<file path="config.mk">
export PLATFORM = sky130hd
export DESIGN_NAME = i2c_cond_gen
export DESIGN_NICKNAME = d
export VERILOG_FILES = /design/src/rtl/i2c_cond_pkg.sv /design/src/rtl/i2c_line_sync.sv /design/src/rtl/i2c_half_timer.sv /design/src/rtl/i2c_cond_gen.sv
export SDC_FILE = /design/constraint.sdc
export NUM_CORES = 1
export LEC_CHECK = 0
export BUFFER_PORTS_ARGS = -buffer_cell sky130_fd_sc_hd__buf_2
export CORE_MARGIN = 1
export CORE_UTILIZATION = 40
export DETAILED_ROUTE_END_ITERATION = 8
export PLACE_DENSITY_LB_ADDON = 0.1
export SYNTH_ARGS = -nofsm -noshare
export SYNTH_HDL_FRONTEND = slang
export SYNTH_HIERARCHICAL = 1
export SYNTH_SLANG_ARGS = --single-unit
</file>
<file path="constraint.sdc">
create_clock -name clk -period 2.2 [get_ports clk]
set_input_delay 0.11 -clock clk [delete_from_list [all_inputs] [get_ports clk]]
set_output_delay 0.11 -clock clk [all_outputs]
set_load 0.03 [all_outputs]
</file>
<file path="src/rtl/i2c_cond_pkg.sv">
package i2c_cond_pkg;

  typedef enum logic [1:0] {
    CMD_NOP     = 2'b00,
    CMD_START   = 2'b01,
    CMD_RESTART = 2'b10,
    CMD_STOP    = 2'b11
  } cond_cmd_e;

  typedef enum logic [1:0] {
    STS_OK        = 2'b00,
    STS_SCL_STUCK = 2'b01,
    STS_ARB_LOST  = 2'b10
  } cond_sts_e;

  typedef enum logic [2:0] {
    PH_IDLE,
    PH_CHECK,
    PH_HOLD,
    PH_RS_SDA,
    PH_RS_SCL,
    PH_SP_LEAD,
    PH_SP_SCL,
    PH_SP_SDA
  } cond_phase_e;

endpackage

</file>
<file path="src/rtl/i2c_line_sync.sv">
module i2c_line_sync #(
  parameter int WIDTH  = 2,
  parameter int STAGES = 2
) (
  input  logic             clk,
  input  logic             rst_n,
  input  logic [WIDTH-1:0] raw,
  output logic [WIDTH-1:0] synced
);

  logic [WIDTH-1:0] pipe [STAGES];

  for (genvar s = 0; s < STAGES; s++) begin : g_stage
    if (s == 0) begin : g_first
      always_ff @(posedge clk or negedge rst_n)
        if (!rst_n) pipe[s] <= '1;
        else        pipe[s] <= raw;
    end else begin : g_next
      always_ff @(posedge clk or negedge rst_n)
        if (!rst_n) pipe[s] <= '1;
        else        pipe[s] <= pipe[s-1];
    end
  end

  assign synced = pipe[STAGES-1];

endmodule

</file>
<file path="src/rtl/i2c_half_timer.sv">
module i2c_half_timer #(
  parameter int HALF = 8
) (
  input  logic clk,
  input  logic rst_n,
  input  logic clear,
  output logic lapse
);

  localparam int CW = $clog2(HALF + 1);

  logic [CW-1:0] cnt;

  always_ff @(posedge clk or negedge rst_n)
    if (!rst_n)     cnt <= '0;
    else if (clear) cnt <= '0;
    else            cnt <= cnt + 1'b1;

  assign lapse = (cnt == CW'(HALF - 1));

endmodule

</file>
<file path="src/rtl/i2c_cond_gen.sv">
module i2c_cond_gen #(
  parameter int HALF_CYCLES = 8,
  parameter int SYNC_STAGES = 2
) (
  input  logic       clk,
  input  logic       rst_n,
  input  logic       cmd_valid,
  output logic       cmd_ready,
  input  logic [1:0] cmd,
  output logic       done,
  output logic [1:0] status,
  input  logic       scl_in,
  input  logic       sda_in,
  output logic       scl_oe,
  output logic       sda_oe
);
  import i2c_cond_pkg::*;

  cond_phase_e phase;
  logic [1:0]  lines_s;
  logic        scl_s, sda_s;
  logic        lapse, tmr_clear;

  i2c_line_sync #(.WIDTH(2), .STAGES(SYNC_STAGES)) u_sync (
    .clk(clk), .rst_n(rst_n), .raw({scl_in, sda_in}), .synced(lines_s)
  );
  assign scl_s = lines_s[1];
  assign sda_s = lines_s[0];

  assign tmr_clear = (phase == PH_IDLE) || (phase == PH_CHECK) || lapse;

  i2c_half_timer #(.HALF(HALF_CYCLES)) u_tmr (
    .clk(clk), .rst_n(rst_n), .clear(tmr_clear), .lapse(lapse)
  );

  assign cmd_ready = (phase == PH_IDLE);

  always_ff @(posedge clk or negedge rst_n) begin
    if (!rst_n) begin
      phase  <= PH_IDLE;
      scl_oe <= 1'b0;
      sda_oe <= 1'b0;
      done   <= 1'b0;
      status <= STS_OK;
    end else begin
      done <= 1'b0;
      unique case (phase)
        PH_IDLE: if (cmd_valid) begin
          unique case (cond_cmd_e'(cmd))
            CMD_START:   phase <= PH_CHECK;
            CMD_RESTART: begin sda_oe <= 1'b0; phase <= PH_RS_SDA; end
            CMD_STOP:    phase <= PH_SP_LEAD;
            default:     phase <= PH_IDLE;
          endcase
        end
        PH_CHECK: begin
          if (!scl_s || !sda_s) begin
            scl_oe <= 1'b0;
            sda_oe <= 1'b0;
            done   <= 1'b1;
            status <= !scl_s ? STS_SCL_STUCK : STS_ARB_LOST;
            phase  <= PH_IDLE;
          end else begin
            sda_oe <= 1'b1;
            phase  <= PH_HOLD;
          end
        end
        PH_HOLD: if (lapse) begin
          scl_oe <= 1'b1;
          done   <= 1'b1;
          status <= STS_OK;
          phase  <= PH_IDLE;
        end
        PH_RS_SDA: if (lapse) begin
          scl_oe <= 1'b0;
          phase  <= PH_RS_SCL;
        end
        PH_RS_SCL: if (lapse) phase <= PH_CHECK;
        PH_SP_LEAD: if (lapse) begin
          sda_oe <= 1'b1;
          scl_oe <= 1'b0;
          phase  <= PH_SP_SCL;
        end
        PH_SP_SCL: if (lapse) begin
          sda_oe <= 1'b0;
          phase  <= PH_SP_SDA;
        end
        PH_SP_SDA: if (lapse) begin
          done   <= 1'b1;
          status <= sda_s ? STS_OK : STS_ARB_LOST;
          phase  <= PH_IDLE;
        end
        default: phase <= PH_IDLE;
      endcase
    end
  end

endmodule

</file>
==> results_dict.tcl <==
set metrics [dict create \
    setup_viol 0 \
    numPortBuffers 12 \
    crit_top_cell "nor2_1" \
    std_cell_rows 16 \
    cts_root_buf "clkbuf_4" \
    use_met2 0.203 \
    gp_congestion 0.764 \
    endpoint_kind "register" \
    drc 0 \
    maxSlewViolCount 0 \
    post-cts-setup-buffers 0 \
    grt-busiest-layer "met1" \
    status "finished clean" \
    crit_buf_inv 0 \
    avgSynthCellArea_um2 10.9 \
    holdWs_ns 0.139 \
    ir_drop_mv 0.681 \
    slew-limit-headroom 0.632 \
    antenna_left 0 \
    fmax_mhz 597 \
    grt_pass1_wl_mm 2.28 \
    ff_latch_area_um2 405 \
    grt_pass1_vias 510 \
    cts-htree-levels 1 \
    drt_iter0_drc 14 \
    cpPeakStageDelay_ns 0.39 \
    async_reset_ff_frac 1.00 \
    worstSkewPairLatency_ns 0.28 \
    multi_input_area_um2 382 \
    overflow 0 \
    cts_max_path_buffers 2 \
    grt_usage 0.144 \
    cts_buffers 3 \
    netlist_area_um2 850 \
    pin_count 13 \
    hold_path.class "input port to register" \
    finalNetCount 100 \
    finalHoldViolCount 0 \
    fillers 195 \
    cellPowerDensity_mw_per_mm2 1160 \
    dpl.hpwl_mm 1.02 \
    grt_max_degree 18 \
    drive_above_1_share 0.308 \
    synth_nets 86 \
    synth_edf_count 0 \
    die_area_mm2 0.00231 \
    synth_seq_cells 16 \
    worst_pin_slew_ns 0.552 \
    cp_cell_sequence "ha_1, nand2_1, nor2_1, o21bai_1, nor2_1, mux2_4" \
    num_antenna_cells 0 \
    maxCapViolCount 0 \
    synth_ff_type "dfrtp_1" \
    synth_cell_types 37 \
    die_h_um 48.1 \
    power.total_mw 1.12 \
    cpLargestDelayFamily "simple AND/OR/NAND/NOR gates" \
    yosysWarnings 6 \
    cts-resized-gates 0 \
    fin_setup_tns_ns 0 \
    slowest_stage "dfrtp_1" \
    startpoint_type "register" \
    leakage_nw 0.407 \
    antenna_found_initial 0 \
    vias 612 \
    synthCells 78 \
    final_cell_mix "dfrtp_1, buf_2, nor2_1, nand2_1, inv_1" \
    cts_sinks 16 \
    core_area_mm2 0.00198 \
    fin_crit_sh 0.762 \
    initial_core_util 0.429 \
    cp.required_ns 2.38 \
    crit_type "register to register" \
    dr.pass1.iters 4 \
    finalCriticalPeriod_ns 1.68 \
    finalClockSkew_ns 0.00484 \
    die_w_um 48.1 \
    cts_tree "yes" \
    met3_usage 0.0226 \
    gr-usage-met1 0.215 \
    worst_ep_arrival_time_ns 1.86 \
    wirelength_mm 1.49 \
    path_clk_slew_ns 0.10 \
    seq_area_frac_synth 0.477 \
    wl_per_cell_um 12.6 \
    crit_path_max_fanout 7 \
    rsz0062_at_grt "false" \
    syn2layout_area_growth_pct 13.7 \
    viasPerCell 5.19 \
]
==> layer usage <==
| layer | up-vias | share of wire |
|---|---|---|
| met5 | - | 0 |
| met2 | 12 | 0.45 |
| met4 | 0 | 0.0094 |
| met3 | 2 | 0.036 |
| li1 | 308 | - |
| met1 | 290 | 0.50 |
==> cell families after synthesis <==
group / after synthesis / synth area share
multiplexers: 1 / 0.0177
XOR/XNOR: 2 / 0.0206
buffers and inverters: 11 / 0.0736
AO/OA/AOI/OAI: 23 / 0.227
AND/OR/NAND/NOR: 24 / 0.169
flip-flops: 16 / 0.477
adder cells (fa/ha/maj): 1 / 0.0147
==> final cells by class <==
cell class / instances / share of cell area
tap: 27 / 0.0350
inverter: 5 / 0.0194
timing repair buffer: 15 / 0.0933
clock buffer: 4 / 0.0376
sequential: 16 / 0.420
multi-input combinational: 51 / 0.395
==> flip-flops by register name, summed over array words and instances (netlist names) <==
register / flops
status: 2
u_sync/pipe: 2
done: 1
u_tmr/cnt: 4
sda_oe: 1
scl_oe: 1
u_sync/synced: 2
phase: 3
==> synthesized netlist by cell type (all sizes together), types with 2 or more instances <==
library cell	number	area, um^2
dfrtp	12	300
buf	6	43.8
nor2	6	22.5
inv	5	18.8
nand2	5	18.8
dfstp	4	105
o211ai	4	30.0
o21ai	4	20.0
nor2b	3	18.8
a21o	2	22.5
a21oi	2	10.0
nand2b	2	12.5
nand3b	2	15.0
==> worst paths after layout <==
| check | slack (ns) | cells after the start | endpoint | startpoint |
|---|---|---|---|---|
| min reg2reg | 0.36 | 0 | u_sync/synced[1]$_DFF_PN1_ | u_sync/pipe[3]$_DFF_PN1_ |
| max reg2reg | 0.52 | 6 | u_tmr/cnt[3]$_DFF_PN0_ | u_tmr/cnt[0]$_DFF_PN0_ |
| max in group asynchronous | 1.64 | 2 | u_sync/synced[1]$_DFF_PN1_ | rst_n |
| min in group asynchronous | 0.25 | 2 | phase[0]$_DFFE_PN0P_ | rst_n |
| max | 0.52 | 6 | u_tmr/cnt[3]$_DFF_PN0_ | u_tmr/cnt[0]$_DFF_PN0_ |
| min | 0.14 | 3 | phase[0]$_DFFE_PN0P_ | cmd_valid |
==> repair_timing <==
item | in CTS | in global routing
hold endpoints to repair | 14 | 0
hold buffers | 3 | 0
endpoints found under the setup margin | 0 | 0
==> worst reg2reg max path, cell delays in order (launching register included) <==
cell and delay (ns):
dfrtp_1 0.39, ha_1 0.19, nand2_1 0.05, nor2_1 0.29, o21bai_1 0.28, nor2_1 0.09, mux2_4 0.27
==> report_power, final <==
group	leakage, nW	switching (mW)	internal (mW)
clock	0.0210	0.0969	0.101
combinational	0.199	0.228	0.184
sequential	0.187	0.125	0.388
total	0.407	0.450	0.672
==> metrics by stage <==
stage / area [um^2] / instances / setup slack, ns / utilization
after global placement: 900 / 111 / 0.615 / 0.454
final: 966 / 118 / 0.525 / 0.487
after CTS: 966 / 118 / 0.526 / 0.487
after floorplan: 850 / 78 / 0.690 / -
after detailed placement: 900 / 111 / 0.555 / 0.454
after global routing: 966 / 118 / 0.427 / 0.487
No activity file was read; power rests on OpenSTA's default activity.
